===== src/rtl/bpPkg.sv =====
package bpPkg;
  // Strobes from the control half to the table datapath
  typedef struct packed {
    logic wrState;   // train the indexed counter
    logic stepUp;    // direction of training: taken
    logic wrTarget;  // refill target and valid flag
  } bpStrobeT;
endpackage


===== src/rtl/bpCtrl.sv =====
module bpCtrl #(
  parameter int PC_W = 32
) (
  input  logic                clk,
  input  logic                rstN,
  input  logic                updValid,
  input  logic                updTaken,
  input  logic [PC_W-1:0]     updPc,
  input  logic [PC_W-1:0]     updTarget,
  input  logic [PC_W-1:0]     updPredNextPc,
  output bpPkg::bpStrobeT     strobe,
  output logic                mispredict,
  output logic [PC_W-1:0]     redirectPc
);
  localparam logic [PC_W-1:0] INSTR_BYTES = PC_W'(4);

  logic [PC_W-1:0] trueNext;

  always_comb begin
    trueNext        = updTaken ? updTarget : updPc + INSTR_BYTES;
    strobe.wrState  = updValid;
    strobe.stepUp   = updTaken;
    strobe.wrTarget = updValid & updTaken;
    mispredict      = updValid & (updPredNextPc != trueNext);
    redirectPc      = trueNext;
  end

  AST_FLUSH_NEEDS_UPDATE: assert property (@(posedge clk) disable iff (!rstN)
    mispredict |-> updValid);
  AST_NO_FLUSH_ON_MATCH: assert property (@(posedge clk) disable iff (!rstN)
    (updValid && updPredNextPc == redirectPc) |-> !mispredict);
endmodule


===== src/rtl/bpDatapath.sv =====
module bpDatapath #(
  parameter int IDX_BITS = 4,
  parameter int PC_W     = 32,
  parameter int CNT_W    = 2
) (
  input  logic                clk,
  input  logic                rstN,
  input  bpPkg::bpStrobeT     strobe,
  input  logic [IDX_BITS-1:0] uIdx,
  input  logic [PC_W-1:0]     updTarget,
  input  logic [PC_W-1:0]     fetchPc,
  output logic                predTaken,
  output logic [PC_W-1:0]     predNextPc
);
  localparam int ENTRIES = 1 << IDX_BITS;
  localparam logic [CNT_W-1:0] CNT_MAX = {CNT_W{1'b1}};
  localparam logic [PC_W-1:0] INSTR_BYTES = PC_W'(4);

  logic [ENTRIES-1:0][CNT_W-1:0] stateMem;
  logic [ENTRIES-1:0][PC_W-1:0]  tgtMem;
  logic [ENTRIES-1:0]            tgtValid;
  logic [CNT_W-1:0]              nextState;
  logic [IDX_BITS-1:0]           fIdx;

  // Training rule picked by the state width
  generate
    if (CNT_W == 1) begin : gLastOutcome
      assign nextState = strobe.stepUp;
    end else begin : gSaturating
      logic [CNT_W-1:0] curState;
      assign curState = stateMem[uIdx];
      always_comb begin
        if (strobe.stepUp)
          nextState = (curState == CNT_MAX) ? curState : curState + 1'b1;
        else
          nextState = (curState == '0) ? curState : curState - 1'b1;
      end
    end
  endgenerate

  always_ff @(posedge clk or negedge rstN) begin
    if (!rstN) begin
      stateMem <= '0;
      tgtMem   <= '0;
      tgtValid <= '0;
    end else begin
      for (int e = 0; e < ENTRIES; e++) begin
        if (uIdx == IDX_BITS'(e)) begin
          if (strobe.wrState) stateMem[e] <= nextState;
          if (strobe.wrTarget) begin
            tgtMem[e]   <= updTarget;
            tgtValid[e] <= 1'b1;
          end
        end
      end
    end
  end

  // Fetch-side read: combinational, sees state from before this edge
  always_comb begin
    fIdx       = fetchPc[IDX_BITS+1:2];
    predTaken  = tgtValid[fIdx] & stateMem[fIdx][CNT_W-1];
    predNextPc = predTaken ? tgtMem[fIdx] : fetchPc + INSTR_BYTES;
  end

  AST_SAT_TOP: assert property (@(posedge clk) disable iff (!rstN)
    (strobe.wrState && strobe.stepUp && stateMem[uIdx] == CNT_MAX)
      |=> stateMem[$past(uIdx)] == CNT_MAX);
  AST_SAT_BOTTOM: assert property (@(posedge clk) disable iff (!rstN)
    (strobe.wrState && !strobe.stepUp && stateMem[uIdx] == '0)
      |=> stateMem[$past(uIdx)] == '0);
  AST_TARGET_FILL: assert property (@(posedge clk) disable iff (!rstN)
    strobe.wrTarget |=> (tgtValid[$past(uIdx)] && tgtMem[$past(uIdx)] == $past(updTarget)));
  AST_IDLE_HOLD: assert property (@(posedge clk) disable iff (!rstN)
    !strobe.wrState |=> ($stable(stateMem) && $stable(tgtValid) && $stable(tgtMem)));
  AST_FALL_THROUGH: assert property (@(posedge clk) disable iff (!rstN)
    !predTaken |-> predNextPc == fetchPc + INSTR_BYTES);
endmodule


===== src/rtl/brPredict.sv =====
module brPredict #(
  parameter int IDX_BITS = 4,
  parameter int PC_W     = 32,
  parameter int CNT_W    = 2
) (
  input  logic            clk,
  input  logic            rstN,
  input  logic [PC_W-1:0] fetchPc,
  output logic            predTaken,
  output logic [PC_W-1:0] predNextPc,
  input  logic            updValid,
  input  logic [PC_W-1:0] updPc,
  input  logic            updTaken,
  input  logic [PC_W-1:0] updTarget,
  input  logic [PC_W-1:0] updPredNextPc,
  output logic            mispredict,
  output logic [PC_W-1:0] redirectPc
);
  bpPkg::bpStrobeT     strobe;
  logic [IDX_BITS-1:0] uIdx;

  assign uIdx = updPc[IDX_BITS+1:2];

  bpCtrl #(.PC_W(PC_W)) uCtrl (
    .clk(clk), .rstN(rstN),
    .updValid(updValid), .updTaken(updTaken), .updPc(updPc),
    .updTarget(updTarget), .updPredNextPc(updPredNextPc),
    .strobe(strobe), .mispredict(mispredict), .redirectPc(redirectPc)
  );

  bpDatapath #(.IDX_BITS(IDX_BITS), .PC_W(PC_W), .CNT_W(CNT_W)) uPath (
    .clk(clk), .rstN(rstN), .strobe(strobe), .uIdx(uIdx),
    .updTarget(updTarget), .fetchPc(fetchPc),
    .predTaken(predTaken), .predNextPc(predNextPc)
  );
endmodule


===== config.mk =====
export PLATFORM = sky130hd
export DESIGN_NAME = brPredict
export DESIGN_NICKNAME = d
export VERILOG_FILES = /design/src/rtl/bpPkg.sv /design/src/rtl/bpCtrl.sv /design/src/rtl/bpDatapath.sv /design/src/rtl/brPredict.sv
export SDC_FILE = /design/constraint.sdc
export NUM_CORES = 1
export LEC_CHECK = 0
export ABC_AREA = 1
export BUFFER_PORTS_ARGS = -buffer_cell sky130_fd_sc_hd__buf_2
export CELL_PAD_IN_SITES_DETAIL_PLACEMENT = 2
export CELL_PAD_IN_SITES_GLOBAL_PLACEMENT = 2
export CORE_UTILIZATION = 33
export CTS_CLUSTER_DIAMETER = 60
export DETAILED_ROUTE_END_ITERATION = 10
export PLACE_DENSITY = 0.79
export SETUP_SLACK_MARGIN = 0.02
export SYNTH_ARGS = -nofsm -noshare
export SYNTH_HDL_FRONTEND = slang
export SYNTH_HIERARCHICAL = 1
export SYNTH_SLANG_ARGS = --single-unit

===== constraint.sdc =====
create_clock -name clk -period 1.84 [get_ports clk]
set_input_delay 0.276 -clock clk [delete_from_list [all_inputs] [get_ports clk]]
set_output_delay 0.276 -clock clk [all_outputs]
set_load 0.01 [all_outputs]

==> flow_metrics.env, run 1 <==
export IMPL_overflow=0
export IMPL_drtIter0Drc=2792
export IMPL_drt_vias_per_instance=6.18
export IMPL_synth_commonest_cells="1312 x nand2_1, 560 x dfrtp_1, 527 x o21ai_0"
export IMPL_grt_pass1_wl_mm=221
export IMPL_cts_sinks=560
export IMPL_die_h_um=289
export IMPL_cts_buffer_depth=3
export IMPL_r2r_cells=16
export IMPL_hp_class="in2async"
export IMPL_yosys_top_cells_area="dfrtp_1 52%, nand2_1 18%, o21ai_0 9.7%"
export IMPL_period_share=1.49
export IMPL_rows=104
export IMPL_finalHoldViolations=0
export IMPL_r2r_slack_ns=-0.37
export IMPL_total_power_uw=39400
export IMPL_routedWlPerCell_um=33.6
export IMPL_timing_final_ws_setup_ns=-0.907
export IMPL_yosysWarnings=6
export IMPL_ys_ff_latch=560
export IMPL_htree_levels=3
export IMPL_drive_above_1_share=0.263
export IMPL_drc=0
export IMPL_path_max_fanout=9
export IMPL_dp_hpwl_mm=82.5
export IMPL_vias=30859
export IMPL_tightest_slew_ns=1.03
export IMPL_die_x_um=289
export IMPL_fmaxAchievable_ghz=0.364
export IMPL_arrival_ns=2.47
export IMPL_r2r_start="uPath/stateMem[19]"
export IMPL_dp_cells=4833
export IMPL_setup_viol=101
export IMPL_status="finished with violations"
export IMPL_finalClockSkew_ns=0.0265
export IMPL_syn_area_per_cell_um2=7.85
export IMPL_yosysSeqAreaShare=0.516
export IMPL_drtPass1Iterations=5
export IMPL_cp_required_ns=1.56
export IMPL_grtUsageTotal=0.354
export IMPL_fill_cells=8711
export IMPL_min_period_ns=2.75
export IMPL_syn_cell_area_mm2=0.0272
export IMPL_cts_root_buf="clkbuf_16"
export IMPL_synth_most_common_cell="nand2_1"
export IMPL_detailedPlace_worstSlack_ns=-0.885
export IMPL_final_nets=4012
export IMPL_io_buffer_count=197
export IMPL_wl_mm=168
export IMPL_first_global_vias=34076
export IMPL_p_leak_uw=0.0179
export IMPL_synth_top_cell_area_share=0.516
export IMPL_antenna_found_initial=7
export IMPL_endpoint="predNextPc[28]"
export IMPL_power_density_mw_per_mm2=1070
export IMPL_synth_edf_count=0
export IMPL_start_util=0.336
export IMPL_end_kind="output port"
export IMPL_syn_inst=3460
export IMPL_coreArea_mm2=0.0809
export IMPL_slew_headroom=0.309
export IMPL_clkLatencyLatePin_ns=0.63
export IMPL_clkTransAtPathRegs_ns=0.06
export IMPL_die_area_mm2=0.0834
export IMPL_fin_cells=4990
export IMPL_start_kind="input port"
export IMPL_cts_tree="done"
export IMPL_synth_cell_types=36
export IMPL_r2r_end="uPath/stateMem[18]"
export IMPL_grt_max_degree=75
export IMPL_globalplace_congestion=0.878
export IMPL_peakVddDrop_mv=0.542
export IMPL_report_final_slew_viol_count=0
export IMPL_async_flop_share=1.00
export IMPL_violations="setup timing"
export IMPL_ant_nets=0
export IMPL_cap_violations=0
export IMPL_syn_to_final_growth_pct=35.5
export IMPL_rsz0062_at_grt="true"
export IMPL_synth_ff_type="dfrtp_1"
export IMPL_io_pins=198
export IMPL_synth_top_cell_by_area="dfrtp_1"
export IMPL_crit_start="fetchPc[2]"
export IMPL_cts_buffers=67
export IMPL_critPathKind="in2out"
export IMPL_syn_num_nets=3594
==> how the worst min path moves through the flow <==
stage,slack (ns),to,cells past startpoint
2_1_floorplan,-0.02,uPath/stateMem[0],0
3_3_place_gp,0.20,uPath/tgtMem[386],1
3_5_place_dp,0.20,uPath/tgtMem[290],1
4_1_cts,0.15,uPath/tgtMem[422],2
5_1_grt,0.18,uPath/tgtMem[422],2
6_report,0.17,uPath/tgtMem[386],2
==> placed cells by master (no fill, tap or decap), types with 74 or more instances in the layout <==
cell and count:
nand4_1 74, nand2_1 1152, a22oi_1 160, dfrtp_1 556
buf_6 86, inv_1 144, nand2_2 123, buf_12 81
o21ai_0 517, buf_4 259, buf_2 148, nand3_1 110
==> state kept, by name (all words and copies together), names as in the netlist <==
name and flops:
uPath/tgtMem 512, uPath/stateMem 32, uPath/tgtValid 16
==> cells by family (layout without fill, tap and decap cells) <==
logic type / count (synthesis) / count (layout) / share of synthesized area
adders and majority gates: 2 / 2 / 0.000921
DFF: 560 / 560 / 0.516
other: 0 / 4 / 0
AOI/OAI and AO/OA: 736 / 736 / 0.151
buffers and inverters: 414 / 880 / 0.0602
xor gates and xnor gates: 29 / 29 / 0.00935
and+or+nand+nor: 1719 / 1719 / 0.263
==> per-stage QoR <==
stage	hold WS (ns)	instance area (um^2)	utilization	TNS (ns)
6_report	0.167	36800	0.455	-39.36
5_1_grt	0.175	36800	0.455	-43.26
4_1_cts	0.154	35500	0.438	-25.19
3_5_place_dp	0.196	32200	0.398	-69.54
3_3_place_gp	0.198	32200	0.398	-38.64
2_1_floorplan	-0.0196	27200	-	0
==> cell type report <==
class                           instances  area (um^2)  share of cell area
Multi-Input combinational cell       2486        12900               0.351
Inverter                              174          698              0.0190
Antenna cell                            4         10.0            0.000272
Tap cell                             1060         1330              0.0360
Clock inverter                         22          307             0.00833
Clock buffer                           95         1990              0.0540
Timing Repair Buffer                  589         5530               0.150
Sequential cell                       560        14000               0.381
==> worst max-delay path, cell delays in order <==
cell,delay [ns]
buf_2,0.14
inv_1,0.13
nand2_1,0.18
inv_4,0.08
buf_4,0.18
buf_4,0.20
a22oi_1,0.32
nand2_1,0.19
nand2_1,0.14
nand3_1,0.24
nand2_1,0.16
nand2_1,0.08
buf_2,0.14
==> power by group <==
group	internal (uW)	switching [uW]	total, uW
Clock	8530	6160	14700
Combinational	2860	5380	8240
Sequential	14600	1880	16400
Total	25900	13400	39400
==> what timing repair did <==
action | in CTS | in global routing
pin swaps | 68 | 112
setup buffers | 19 | 24
cloned | 4 | 2
endpoints found under the hold margin | 298 | 0
gates resized for setup | 211 | 317
setup endpoints to repair | 77 | 90
hold buffers | 1 | 0
==> per-layer routing <==
layer | vias to the layer above | GRT usage | share of wire
met5 | - | 0 | 0.00035
met4 | 8 | 0.249 | 0.094
met3 | 912 | 0.0645 | 0.072
met2 | 1870 | 0.610 | 0.48
met1 | 15870 | 0.394 | 0.35
li1 | 12199 | - | -
Note: power is estimated with default switching activity, not from simulation.
==> inputs of run 2 (changes only) <==
- PLACE_DENSITY: 0.79 -> 0.78
- SYNTH_HIERARCHICAL: 1 -> not set
==> flow_metrics.env, run 2 <==
export IMPL_grt_max_degree=74
export IMPL_report_final_slew_viol_count=0
export IMPL_yosysSeqAreaShare=0.516
export IMPL_synth_xor_area_share=0.00705
export IMPL_synth_top_family_by_area="compound AO/OA/AOI/OAI gates"
export IMPL_syn_num_nets=3524
export IMPL_muxShareOfSynthArea=0
export IMPL_synth_commonest_cells="898 x nand2_1, 808 x o21ai_0, 560 x dfrtp_1"
export IMPL_setup_viol=96
export IMPL_cts_tree="done"
export IMPL_tightest_slew_ns=0.781
export IMPL_die_area_mm2=0.0834
export IMPL_io_pins=198
export IMPL_final_common_cell="nand2_1"
export IMPL_final_nets=3911
export IMPL_cts_buffer_depth=3
export IMPL_crit_start="uPath.stateMem[15]"
export IMPL_drc=0
export IMPL_htree_levels=3
export IMPL_finalHoldViolations=0
export IMPL_drtPass1Iterations=7
export IMPL_crit_path_max_incr_delay_ns=0.44
export IMPL_globalplace_congestion=0.837
export IMPL_cp_required_ns=1.56
export IMPL_start_util=0.335
export IMPL_end_kind="output port"
export IMPL_cpMostUsedCell="buf_6"
export IMPL_fmaxAchievable_ghz=0.341
export IMPL_slowest_stage="dfrtp_1"
export IMPL_top_regs="uPath.tgtMem: 512 flops, uPath.stateMem: 32 flops, uPath.tgtValid: 16 flops"
export IMPL_status="finished with violations"
export IMPL_ant_nets=0
export IMPL_r2r_start="uPath.stateMem[17]"
export IMPL_die_x_um=289
export IMPL_dp_hpwl_mm=78.9
export IMPL_drtIter0Drc=2081
export IMPL_worst_path_stages=10
export IMPL_path_cells="a31oi_2 -> o311ai_2 -> nand3_2 -> nand2_8 -> buf_4 -> buf_6 -> buf_4 -> a31oi_4 -> buf_6 -> buf_6"
export IMPL_synth_top_cell_by_area="dfrtp_1"
export IMPL_top_register="uPath.tgtMem"
export IMPL_rows=104
export IMPL_grt_pass1_wl_mm=194
export IMPL_wl_mm=140
export IMPL_timing_final_ws_setup_ns=-1.09
export IMPL_arrival_ns=2.65
export IMPL_die_h_um=289
export IMPL_synth_most_common_cell="nand2_1"
export IMPL_r2r_cells=12
export IMPL_rsz0062_at_grt="true"
export IMPL_ys_ff_latch=560
export IMPL_syn_to_final_growth_pct=33.7
export IMPL_r2r_end="uPath.stateMem[30]"
export IMPL_yosysWarnings=0
export IMPL_vias=28733
export IMPL_largest_register_ffs=512
export IMPL_start_kind="register"
export IMPL_grtUsageTotal=0.304
export IMPL_cts_buffers=66
export IMPL_antenna_found_initial=2
export IMPL_violations="setup timing"
export IMPL_min_period_ns=2.93
export IMPL_syn_cell_area_mm2=0.0271
export IMPL_cts_root_buf="clkbuf_16"
export IMPL_clkLatencyLatePin_ns=0.64
export IMPL_hp_class="in2async"
export IMPL_period_share=1.59
export IMPL_first_global_vias=31476
export IMPL_synth_top_cell_area_share=0.516
export IMPL_endpoint="predNextPc[8]"
export IMPL_finalClockSkew_ns=0.0341
export IMPL_async_flop_share=1.00
export IMPL_path_max_fanout=4
export IMPL_slew_headroom=0.480
export IMPL_synth_compound_area_frac=0.210
export IMPL_finalSetupTns_ns=-41.00
export IMPL_routedWlPerCell_um=28.7
export IMPL_worst_path_buf_inv=5
export IMPL_detailedPlace_worstSlack_ns=-0.921
export IMPL_crit_family="buffers and inverters"
export IMPL_drive_above_1_share=0.263
export IMPL_power_density_mw_per_mm2=1050
export IMPL_final_util=0.448
export IMPL_synth_simple_gate_area_share=0.200
export IMPL_yosys_area_share_adder=0.00230
export IMPL_critPathKind="reg2out"
export IMPL_yosys_top_cells_area="dfrtp_1 52%, o21ai_0 15%, nand2_1 12%"
export IMPL_r2r_slack_ns=-0.18
export IMPL_io_buffer_count=197
export IMPL_drt_vias_per_instance=5.88
export IMPL_cap_violations=0
export IMPL_coreArea_mm2=0.0809
export IMPL_peakVddDrop_mv=0.603
export IMPL_syn_inst=3387
export IMPL_overflow=0
export IMPL_syn_area_per_cell_um2=8.01
export IMPL_synth_cell_types=46
export IMPL_clkTransAtPathRegs_ns=0.07
export IMPL_synth_ff_type="dfrtp_1"
export IMPL_mostFrequentLayoutCells="784 x nand2_1, 768 x o21ai_0, 560 x dfrtp_1"
export IMPL_cts_sinks=560
export IMPL_p_leak_uw=0.0171
export IMPL_synth_edf_count=0
==> run 2: changes by cell type after synthesis, moves of 12 or more <==
cell	previous run	this run
nor3_1	21	4
nand4_1	74	5
o211ai_1	0	19
a21oi_1	39	20
nor2_1	88	250
a22oi_1	160	21
nand3_1	154	135
nand2_1	1312	898
a31oi_1	1	18
a221oi_1	0	108
or2_2	15	2
clkbuf_1	188	200
o21ai_0	527	808
==> run 2: layer usage <==
metal  up-vias  GRT usage  routed length (um)
met4         2      0.117                6530
met1     15142      0.382               56300
met3       371     0.0315                6710
met2      1082      0.534               70500
met5         -          0                  10
li1      12136          -                   -
==> run 2: metrics by stage <==
stage	cell area (um^2)	power [uW]	hold WS, ns	instances
2_1_floorplan	27300	19100	-0.0196	3387
3_3_place_gp	31900	21800	0.172	4724
3_5_place_dp	31900	22400	0.170	4724
4_1_cts	35200	37200	0.0872	4865
5_1_grt	36300	39500	0.154	4887
6_report	36300	38100	0.139	4887
==> run 2: cell families after synthesis <==
family / Yosys count
adder cells (fa/ha/maj): 5
XOR/XNOR: 21
flip-flops: 560
AND/OR/NAND/NOR: 1338
buffers and inverters: 437
AO/OA/AOI/OAI: 1026
==> run 2: cell type report <==
class,instances,area (um^2)
flip-flops and latches,560,14000
multi-input cells,2390,12800
inverters,177,713
diodes,1,2.50
clock inverters,30,385
fillers,8767,44600
repair buffers,579,5160
clock buffers,90,1940
well taps,1060,1330
==> run 2: worst min path at each step <==
stage | end | cells after the start | slack (ns) | from
6_report | uPath.tgtMem[169] | 2 | 0.14 | rstN
3_3_place_gp | uPath.tgtMem[169] | 1 | 0.17 | rstN
3_5_place_dp | uPath.tgtMem[169] | 1 | 0.17 | rstN
2_1_floorplan | uPath.stateMem[0] | 0 | -0.02 | rstN
5_1_grt | uPath.stateMem[14] | 3 | 0.15 | updValid
4_1_cts | uPath.stateMem[14] | 3 | 0.09 | updValid
==> run 2: repair_timing <==
item / CTS / global route
endpoints found under the setup margin: 89 / 91
hold buffers: 1 / 0
setup buffers: 24 / 33
gates cloned: 0 / 2
resized for setup: 240 / 261
pin swaps: 84 / 106
hold endpoints to repair: 331 / 0
==> run 2: report_power, final <==
group	switching, uW	internal, uW	total [uW]
registers	1550	14600	16100
clock network	5890	8460	14300
logic	4720	2950	7670
